==> config.mk <==
export PLATFORM = sky130hd
export DESIGN_NAME = sa2_cache
export DESIGN_NICKNAME = d
export VERILOG_FILES = /design/src/rtl/sa2_cache_pkg.sv /design/src/rtl/sa2_rst_sync.sv /design/src/rtl/sa2_tag_match.sv /design/src/rtl/sa2_victim_pick.sv /design/src/rtl/sa2_block_store.sv /design/src/rtl/sa2_cache.sv
export SDC_FILE = /design/constraint.sdc
export NUM_CORES = 2
export LEC_CHECK = 0
export CAP_MARGIN = 40
export CORE_MARGIN = 5
export CORE_UTILIZATION = 50
export DETAILED_ROUTE_END_ITERATION = 12
export DONT_BUFFER_PORTS = 1
export SETUP_SLACK_MARGIN = 0.15
export SLEW_MARGIN = 5
export SYNTH_ARGS = -nofsm -noshare
export SYNTH_HDL_FRONTEND = slang
export SYNTH_SLANG_ARGS = --single-unit
==> constraint.sdc <==
create_clock -name clk -period 5.42 [get_ports clk]
set_input_delay 0.813 -clock clk [delete_from_list [all_inputs] [get_ports clk]]
set_output_delay 0.813 -clock clk [all_outputs]
set_load 0.005 [all_outputs]
==> src/rtl/sa2_cache_pkg.sv <==
package sa2_cache_pkg;
  typedef enum logic [1:0] {
    ST_IDLE  = 2'd0,
    ST_WBACK = 2'd1,
    ST_FILL  = 2'd2,
    ST_RESP  = 2'd3
  } ctl_state_e;
endpackage

==> src/rtl/sa2_rst_sync.sv <==
module sa2_rst_sync (
  input  logic clk,
  input  logic arst_n,
  output logic rst_out_n
);
  logic meta_q;

  always_ff @(posedge clk or negedge arst_n) begin
    if (!arst_n) begin
      meta_q    <= 1'b0;
      rst_out_n <= 1'b0;
    end else begin
      meta_q    <= 1'b1;
      rst_out_n <= meta_q;
    end
  end
endmodule

==> src/rtl/sa2_tag_match.sv <==
module sa2_tag_match #(
  parameter int TAG_W = 8,
  parameter int NWAYS = 2
) (
  input  logic [NWAYS-1:0][TAG_W-1:0] way_tag,
  input  logic [NWAYS-1:0]            way_vld,
  input  logic [TAG_W-1:0]            look_tag,
  output logic [NWAYS-1:0]            hit_vec
);
  for (genvar g = 0; g < NWAYS; g++) begin : g_cmp
    assign hit_vec[g] = way_vld[g] && (way_tag[g] == look_tag);
  end
endmodule

==> src/rtl/sa2_victim_pick.sv <==
module sa2_victim_pick (
  input  logic [1:0] way_vld,
  input  logic       lru_way,
  output logic       victim
);
  always_comb begin
    if (!way_vld[0])      victim = 1'b0;
    else if (!way_vld[1]) victim = 1'b1;
    else                  victim = lru_way;
  end
endmodule

==> src/rtl/sa2_block_store.sv <==
module sa2_block_store #(
  parameter int DATA_W    = 32,
  parameter int SETS      = 8,
  parameter int BLK_WORDS = 4,
  parameter int SET_W     = 3,
  parameter int WSEL_W    = 2
) (
  input  logic              clk,
  input  logic              wr_en,
  input  logic [SET_W-1:0]  wr_set,
  input  logic              wr_way,
  input  logic [WSEL_W-1:0] wr_word,
  input  logic [DATA_W-1:0] wr_data,
  input  logic [SET_W-1:0]  rd_set,
  input  logic              rd_way,
  input  logic [WSEL_W-1:0] rd_word,
  output logic [DATA_W-1:0] rd_data
);
  logic [DATA_W-1:0] word_q [SETS][2][BLK_WORDS];

  always_ff @(posedge clk) begin
    if (wr_en) word_q[wr_set][wr_way][wr_word] <= wr_data;
  end

  assign rd_data = word_q[rd_set][rd_way][rd_word];
endmodule

==> src/rtl/sa2_cache.sv <==
module sa2_cache
  import sa2_cache_pkg::*;
#(
  parameter int ADDR_W    = 16,
  parameter int DATA_W    = 32,
  parameter int SETS      = 8,
  parameter int BLK_WORDS = 4
) (
  input  logic              clk,
  input  logic              rst_n,
  input  logic              req_valid,
  output logic              req_ready,
  input  logic              req_we,
  input  logic [ADDR_W-1:0] req_addr,
  input  logic [DATA_W-1:0] req_wdata,
  output logic [DATA_W-1:0] req_rdata,
  output logic              mem_valid,
  input  logic              mem_ready,
  output logic              mem_we,
  output logic [ADDR_W-1:0] mem_addr,
  output logic [DATA_W-1:0] mem_wdata,
  input  logic [DATA_W-1:0] mem_rdata
);
  localparam int BYTE_W    = $clog2(DATA_W / 8);
  localparam int SET_W     = (SETS > 1) ? $clog2(SETS) : 1;
  localparam int WSEL_W    = (BLK_WORDS > 1) ? $clog2(BLK_WORDS) : 1;
  localparam int TAG_W     = ADDR_W - BYTE_W - $clog2(BLK_WORDS) - $clog2(SETS);
  localparam int LAST_WORD = BLK_WORDS - 1;

  logic rst_i_n;
  sa2_rst_sync u_rst (.clk(clk), .arst_n(rst_n), .rst_out_n(rst_i_n));

  // address fields
  logic [ADDR_W-1:0] word_addr, blk_num;
  logic [WSEL_W-1:0] word_sel;
  logic [SET_W-1:0]  set_idx;
  logic [TAG_W-1:0]  req_tag;
  assign word_addr = req_addr >> BYTE_W;
  assign blk_num   = word_addr / ADDR_W'(BLK_WORDS);
  assign word_sel  = WSEL_W'(word_addr % ADDR_W'(BLK_WORDS));
  assign set_idx   = SET_W'(blk_num % ADDR_W'(SETS));
  assign req_tag   = TAG_W'(blk_num / ADDR_W'(SETS));

  // state
  ctl_state_e        state_q, state_d;
  logic [WSEL_W-1:0] cnt_q, cnt_d;
  logic              vict_q, vict_d;
  logic [1:0]        valid_q [SETS];
  logic [1:0]        dirty_q [SETS];
  logic [1:0][TAG_W-1:0] tag_q [SETS];
  logic [SETS-1:0]   lru_q;

  // lookup
  logic [1:0] hit_vec;
  logic       hit, hit_way, victim;
  sa2_tag_match #(.TAG_W(TAG_W), .NWAYS(2)) u_match (
    .way_tag(tag_q[set_idx]), .way_vld(valid_q[set_idx]),
    .look_tag(req_tag), .hit_vec(hit_vec)
  );
  assign hit     = |hit_vec;
  assign hit_way = hit_vec[1];

  sa2_victim_pick u_pick (
    .way_vld(valid_q[set_idx]), .lru_way(lru_q[set_idx]), .victim(victim)
  );

  logic accept, wr_hit, fill_xfer, last_word, fill_done;
  assign req_ready = hit && (state_q == ST_IDLE || state_q == ST_RESP);
  assign accept    = req_valid && req_ready;
  assign wr_hit    = accept && req_we;
  assign last_word = (cnt_q == WSEL_W'(LAST_WORD));
  assign fill_xfer = (state_q == ST_FILL) && mem_ready;
  assign fill_done = fill_xfer && last_word;

  // next-state logic
  always_comb begin
    state_d = state_q;
    cnt_d   = cnt_q;
    vict_d  = vict_q;
    unique case (state_q)
      ST_IDLE: begin
        if (req_valid && !hit) begin
          vict_d = victim;
          cnt_d  = '0;
          state_d = (valid_q[set_idx][victim] && dirty_q[set_idx][victim])
                    ? ST_WBACK : ST_FILL;
        end
      end
      ST_WBACK: begin
        if (mem_ready) begin
          if (last_word) begin
            cnt_d   = '0;
            state_d = ST_FILL;
          end else begin
            cnt_d = cnt_q + 1'b1;
          end
        end
      end
      ST_FILL: begin
        if (mem_ready) begin
          if (last_word) state_d = ST_RESP;
          else           cnt_d   = cnt_q + 1'b1;
        end
      end
      default: state_d = ST_IDLE;
    endcase
  end

  always_ff @(posedge clk or negedge rst_i_n) begin
    if (!rst_i_n) begin
      state_q <= ST_IDLE;
      cnt_q   <= '0;
      vict_q  <= 1'b0;
    end else begin
      state_q <= state_d;
      cnt_q   <= cnt_d;
      vict_q  <= vict_d;
    end
  end

  // line status
  always_ff @(posedge clk or negedge rst_i_n) begin
    if (!rst_i_n) begin
      for (int s = 0; s < SETS; s++) begin
        valid_q[s] <= '0;
        dirty_q[s] <= '0;
      end
      lru_q <= '0;
    end else begin
      if (fill_done) begin
        valid_q[set_idx][vict_q] <= 1'b1;
        dirty_q[set_idx][vict_q] <= 1'b0;
      end
      if (wr_hit) dirty_q[set_idx][hit_way] <= 1'b1;
      if (accept) lru_q[set_idx] <= ~hit_way;
    end
  end

  always_ff @(posedge clk) begin
    if (fill_done) tag_q[set_idx][vict_q] <= req_tag;
  end

  // data array
  logic              rd_way;
  logic [WSEL_W-1:0] rd_word;
  logic [DATA_W-1:0] rd_data;
  assign rd_way  = (state_q == ST_WBACK) ? vict_q : hit_way;
  assign rd_word = (state_q == ST_WBACK) ? cnt_q  : word_sel;

  sa2_block_store #(
    .DATA_W(DATA_W), .SETS(SETS), .BLK_WORDS(BLK_WORDS),
    .SET_W(SET_W), .WSEL_W(WSEL_W)
  ) u_store (
    .clk(clk),
    .wr_en(fill_xfer || wr_hit),
    .wr_set(set_idx),
    .wr_way(fill_xfer ? vict_q : hit_way),
    .wr_word(fill_xfer ? cnt_q : word_sel),
    .wr_data(fill_xfer ? mem_rdata : req_wdata),
    .rd_set(set_idx), .rd_way(rd_way), .rd_word(rd_word), .rd_data(rd_data)
  );

  // memory side
  logic [TAG_W-1:0]  mem_tag;
  logic [ADDR_W-1:0] mem_blk;
  assign mem_tag   = (state_q == ST_WBACK) ? tag_q[set_idx][vict_q] : req_tag;
  assign mem_blk   = ADDR_W'(mem_tag) * ADDR_W'(SETS) + ADDR_W'(set_idx);
  assign mem_addr  = (mem_blk * ADDR_W'(BLK_WORDS) + ADDR_W'(cnt_q)) << BYTE_W;
  assign mem_valid = (state_q == ST_WBACK) || (state_q == ST_FILL);
  assign mem_we    = (state_q == ST_WBACK);
  assign mem_wdata = rd_data;
  assign req_rdata = rd_data;
endmodule

# ---- Yosys cells after proc, flatten, opt, wreduce, memory -nomap -nowiden
# Memory sizes are Yosys's and may differ from the RTL's.
# Cells that the tools add are included.
# Widths: inputs -> output; s select.
dict set report totals {
  register_bits 47
  ramBits 2192
  inputBits 85
  output_inout_bits 83
  elab_cells 153
  mem_count 2
}
dict set report classes {
  addsub 3
  order_cmp 15
  n_eq_ne 12
  n_mux 64
  bitwise_logic 10
  n_reduce_logical 25
}
# name words word_bits read_ports rd_ports_with_merged_regs write_ports line
set memory_table {}
lappend memory_table {u_store.word_q 8 256 1 0 1 sa2_block_store.sv:19} ;# logic [DATA_W-1:0] word_q [SETS][2][BLK_WORDS];
lappend memory_table {tag_q 8 18 1 0 1 sa2_cache.sv:50} ;# logic [1:0][TAG_W-1:0] tag_q [SETS];
# operator count
set op_table {}
lappend op_table {{$mux 128} 4}
lappend op_table {{$mux 256} 1}
lappend op_table {{$demux 128 s1} 1}
lappend op_table {{$mux 32} 4}
lappend op_table {{$bmux 32 s2} 1}
lappend op_table {{$demux 32 s2} 1}
lappend op_table {{$mux 2} 19}
lappend op_table {{$mux 9} 4}
lappend op_table {{$mux 16} 2}
lappend op_table {{$or 16x16->16} 2}
lappend op_table {{$eq 9x9->1} 2}
lappend op_table {{$mux 18} 1}
lappend op_table {{$and 16x16->16} 1}
lappend op_table {{$not 16->16} 1}
lappend op_table {{$logic_and 1x1->1} 15}
lappend op_table {{$add 14x2->14} 1}
lappend op_table {{$mux 1} 14}
lappend op_table {{$add 12x3->12} 1}
lappend op_table {{$bmux 2 s3} 2}
lappend op_table {{$demux 2 s3} 2}
lappend op_table {{$pmux 2 s3} 2}
lappend op_table {{$reduce_and 5->1} 2}
lappend op_table {{$demux 9 s1} 1}
lappend op_table {{$bwmux 8} 1}
lappend op_table {{28 further kinds} 44}

# ---- Longest topological paths before layout
dict set report depth {
  depth_word 13
  depth_mapped 20
}

# ---- Hierarchy
# Synthesis repeated with hierarchy kept, for this count alone.
dict set report hier_totals {
  cells_unflattened 4214
  hier_area_um2 87737.9
}
# module n_inst cells_per_inst area_per_inst_um2 seq_area_each_um2
set by_module_without_submodules {}
lappend by_module_without_submodules {sa2_block_store 1 3551 78764.3 61499.0}
lappend by_module_without_submodules {sa2_cache 1 632 8698.3 5450.2}
lappend by_module_without_submodules {sa2_tag_match 1 26 210.2 0.0}
lappend by_module_without_submodules {sa2_rst_sync 1 3 53.8 50.0}
lappend by_module_without_submodules {sa2_victim_pick 1 2 11.3 0.0}

# ---- Least setup slack after synthesis
# OpenSTA, ideal clock, no wires.
dict set report synth_timing {
  path_type {input port to flip-flop}
  start {input req_addr[4]}
  end {memory u_store.word_q[3][100] (netlist name), enable pin}
  setup_ps 421
  arrival_time_ps 5009
  t_required_ps 4999
  slack_ps -10
  stages 15
  path_cell_list {buf_6 > buf_4 > buf_2 > nor2_1 > a22oi_1 > a21o_1 > a211oi_1 > and2_1 > buf_2 > nand2_1 > buf_2 > nor2_1 > a32oi_1 > buf_2 > nor2_1}
}
dict set report synth_between {
  elab_chain_len 12
  elab_cells_between_ends 23
  cone_classes {order compare: 2; eq/ne: 2; mux: 8; bitwise: 2; reduce/logical: 8; memory: 1}
}
# item line
set synth_rtl {}
lappend synth_rtl {{from (decl)} sa2_cache.sv:14} ;# input logic [ADDR_W-1:0] req_addr,
lappend synth_rtl {{parallel branches: the longest is 12 deep, another holds $mem_v2 8x18} -}
lappend synth_rtl {{to (decl)} sa2_block_store.sv:19}
# Several ways; the timed one is not identified. The select of a mux whose other input is x is not followed.

# ---- Final worst setup path
dict set report layout_timing {
  start {input req_addr[5]}
  end {output mem_wdata[6]}
}
dict set report layout_between {
  elab_chain_len 13
  elab_cells_between_ends 16
  cone_classes {eq/ne: 1; mux: 10; bitwise: 2; reduce/logical: 1; memory: 2}
}
# item line
set layout_rtl {}
lappend layout_rtl {{parallel branches: the longest is 7 deep, another holds $mem_v2 8x18} -}
lappend layout_rtl {{$mux 128 (implied by the code) * (3 in a row)} sa2_block_store.sv:25} ;# assign rd_data = word_q[rd_set][rd_way][rd_word];
lappend layout_rtl {{$bmux 32 s2 *} sa2_block_store.sv:25}
lappend layout_rtl {{$mux 32 (implied by the code) * (2 in a row)} sa2_block_store.sv:25}
lappend layout_rtl {{to (decl)} sa2_cache.sv:21} ;# output logic [DATA_W-1:0] mem_wdata,
# Mark *: on every way between the ends. The select of a mux whose other input is x is not followed.

==> impl_metrics.env <==
export IMPL_fill_cells=13000
export IMPL_core_region_area_um2=176000
export IMPL_maxSlewViolCount=95
export IMPL_path_clk_slew_ns=0.05
export IMPL_via_per_inst=6.86
export IMPL_hold_viol=0
export IMPL_rows=154
export IMPL_utilization_pct=59.3
export IMPL_track_usage_pct=32.0
export IMPL_num_vias=56000
export IMPL_slew_headroom_pct=-14.4
export IMPL_syn_area_um2=88700
export IMPL_route_detailed_drc=0
export IMPL_p_total_mw=42.2
export IMPL_grt_max_degree=471
export IMPL_period_share_pct=109
export IMPL_cts_root_buf="clkbuf_16"
export IMPL_grt_pass1_vias=52300
export IMPL_cts_sinks=2239
export IMPL_cts_tree="built"
export IMPL_fin_area_um2=105000
export IMPL_max_freq_mhz=169
export IMPL_worst_slack_ns=-0.509
export IMPL_arrival_ns=5.12
export IMPL_ys_top_cells_by_area="edfxtp_1, mux2i_1, a221oi_1"
export IMPL_worst_pin_slew_ns=1.72
export IMPL_p_per_area_nw_per_um2=404
export IMPL_holdWs_ns=0.0571
export IMPL_endpoint_kind="output pin"
export IMPL_grt_pass1_wl_mm=418
export IMPL_clock_path_buffers=3
export IMPL_portBuffers=0
export IMPL_yosysSeqAreaShare_pct=75.5
export IMPL_critical_path_max_fanout=336
export IMPL_cts_buffers=218
export IMPL_fp_dieH_um=431
export IMPL_setup_viol=64
export IMPL_violations="max-slew violations, negative setup slack"
export IMPL_areaGrowthSynthToFinish_pct=17.8
export IMPL_p_leak_nw=34.1
export IMPL_synth_cells=5269
export IMPL_synthArstFlopShare_pct=2.10
export IMPL_crit_type="input port to output pin"
export IMPL_die_area_um2=186000
export IMPL_drtIter0Drc=8909
export IMPL_initial_core_util_pct=50.3
export IMPL_clk_insertion_delay_late_ns=0.88
export IMPL_status="complete, but fails checks"
export IMPL_num_io_pins=168
export IMPL_syn_area_per_cell_um2=16.8
export IMPL_nets=5736
export IMPL_place_hpwl_mm=179
export IMPL_gr_total_overflow=0
export IMPL_maxCapViolations=0
export IMPL_period_minus_slack_ns=5.93
export IMPL_finClkSkew_ns=0.0541
export IMPL_final_layout_size_suffix_gt1_share_pct=23.1
export IMPL_hp_class="input port to flop"
export IMPL_rsz0062_at_grt="yes"
export IMPL_ys_flop_type="edfxtp_1"
export IMPL_antenna_found_initial=13
export IMPL_antenna_left=0
export IMPL_cp_required_ns=4.61
export IMPL_ir_worst_vdd_v=0.000325
export IMPL_gp_congestion=0.964
export IMPL_synth_seq_cells=2239
export IMPL_wl_per_cell_um=38.3
export IMPL_die_w_um=431
export IMPL_postPlaceCellArea_um2=95600
export IMPL_ys_types=88
export IMPL_totalWireLength_mm=313
export IMPL_cts_htree_levels=4
export IMPL_ys_warn_count=0
export IMPL_dr_pass1_iters=7
export IMPL_synth_top_area_cell="edfxtp_1"
export IMPL_synth_top_area_share_pct=74.2
export IMPL_synth_edf_count=2192
export IMPL_critPathLaunchType="input port"
-- registers in the layout (all words and copies together) (netlist names) --
signal,count
u_rst.meta_q,1
cnt_q,2
u_rst.rst_out_n,1
valid_q,16
lru_q,8
state_q,2
u_store.word_q,2048
tag_q,144
dirty_q,16
vict_q,1
-- final cells by class --
type	instances	area, um2	share of cell area (%)
well taps	2340	2930	2.80
diodes	9	22.5	0.0215
multi-input cells	2601	21100	20.2
clock inverters	90	873	0.836
inverters	25	101	0.0970
repair buffers	561	6710	6.42
flip-flops and latches	2239	67000	64.1
clock buffers	299	5790	5.54
-- power breakdown --
part	leakage [nW]	total [mW]	internal, mW	switching (mW)
logic	10.6	7.44	2.22	5.23
registers	20.4	20.5	20.4	0.104
clock network	3.17	14.3	7.70	6.61
total	34.1	42.2	30.3	11.9
-- worst max-delay path, stage by stage --
cell and delay, ns:
mux2_1 0.67, o22ai_2 0.19, nor3_1 0.08, or4_4 0.53, or4_4 0.49, buf_12 0.18, buf_12 0.14, o31ai_4 0.27
o21ai_2 0.10, a221oi_4 0.32, buf_4 0.17, o211ai_1 0.26, buf_4 0.25, buf_6 0.11
-- repair_timing --
item                       CTS  global route
hold buffers                 5             0
gates resized for setup    173            45
pin swaps                   56            30
hold endpoints to repair    17             0
gates cloned                 4            18
setup endpoints to repair   64          2151
setup buffers               51            13
-- final timing paths --
path	from	to	slack (ns)	cells past startpoint
worst max-delay path	req_addr[5]	mem_wdata[6]	-0.51	14
worst min-delay path	req_addr[9]	tag_q[6][11]	0.06	0
worst max register to register	tag_q[7][13]	u_store.word_q[0][123]	0.84	16
worst min register to register	u_rst.rst_out_n	cnt_q[1]	0.26	0
max in group asynchronous	u_rst.rst_out_n	valid_q[15]	4.59	1
min in group asynchronous	rst_n	u_rst.meta_q	0.17	1
-- cells in the mapped netlist, types with 9 or more instances --
library cell and number:
edfxtp_1 2192, buf_1 52, a221oi_1 278, xnor2_1 11
nor2b_1 12, a221o_1 72, buf_2 119, mux2i_1 285
nand4_1 26, clkbuf_1 158, a31oi_1 13, o2bb2ai_1 14
inv_1 20, a21oi_1 213, nor3_1 20, o221ai_1 17
mux4_2 60, mux2_2 209, nor2_1 240, or2_2 11
o21ai_0 174, a22o_1 65, o22ai_1 67, nand2b_1 13
nand3_1 38, o31ai_1 24, a2111oi_0 9, buf_4 75
a22oi_1 211, o21a_1 15, o22a_1 9, and3_1 13
a41o_1 9, nand2_1 254, o211ai_1 53, dfrtp_1 47
a222oi_1 24, a211oi_1 11
-- per-stage QoR --
stage          setup TNS [ns]  cells  setup WS, ns
2_1_floorplan           -3.86   5270       -0.0103
5_1_grt                 -9.56   8156        -0.306
3_5_place_dp            -4.32   7668        -0.442
6_report               -21.23   8164        -0.509
4_1_cts                 -5.27   8117        -0.287
3_3_place_gp            -4.68   7616        -0.630
-- per-layer routing --
| metal | vias up | GRT usage, % | share of wire [%] |
|---|---|---|---|
| li1 | 22300 | - | - |
| met1 | 29100 | 44.5 | 38 |
| met2 | 3910 | 48.6 | 45 |
| met3 | 731 | 7.55 | 12 |
| met4 | 2 | 14.3 | 5.2 |
| met5 | - | 0 | 0.0064 |
-- cells in the final DEF (no fill, tap or decap), types with 63 or more instances in the layout --
master        n
mux2i_1     282
mux2_2      209
nand2_1     218
o22ai_1      63
clkbuf_16   235
clkbuf_1     78
a221o_1      72
edfxtp_1   2192
buf_12      117
o21ai_0     161
a221oi_1    268
a22oi_1     209
buf_4       327
a21oi_1     201
nor2_1      164
nor2_4       70
a22o_1       65
-- logic make-up after synthesis --
family                     count (synthesis)  share of synthesized area (%)
DFF                                     2239                           75.5
other                                      2                        0.00846
muxes                                    556                           7.43
buffers and inverters                    430                           2.31
xor gates and xnor gates                  15                          0.148
adders and majority gates                  5                         0.0705
AOI/OAI and AO/OA                       1334                           11.0
and+or+nand+nor                          688                           3.50
No activity file was read; power rests on OpenSTA's default activity.
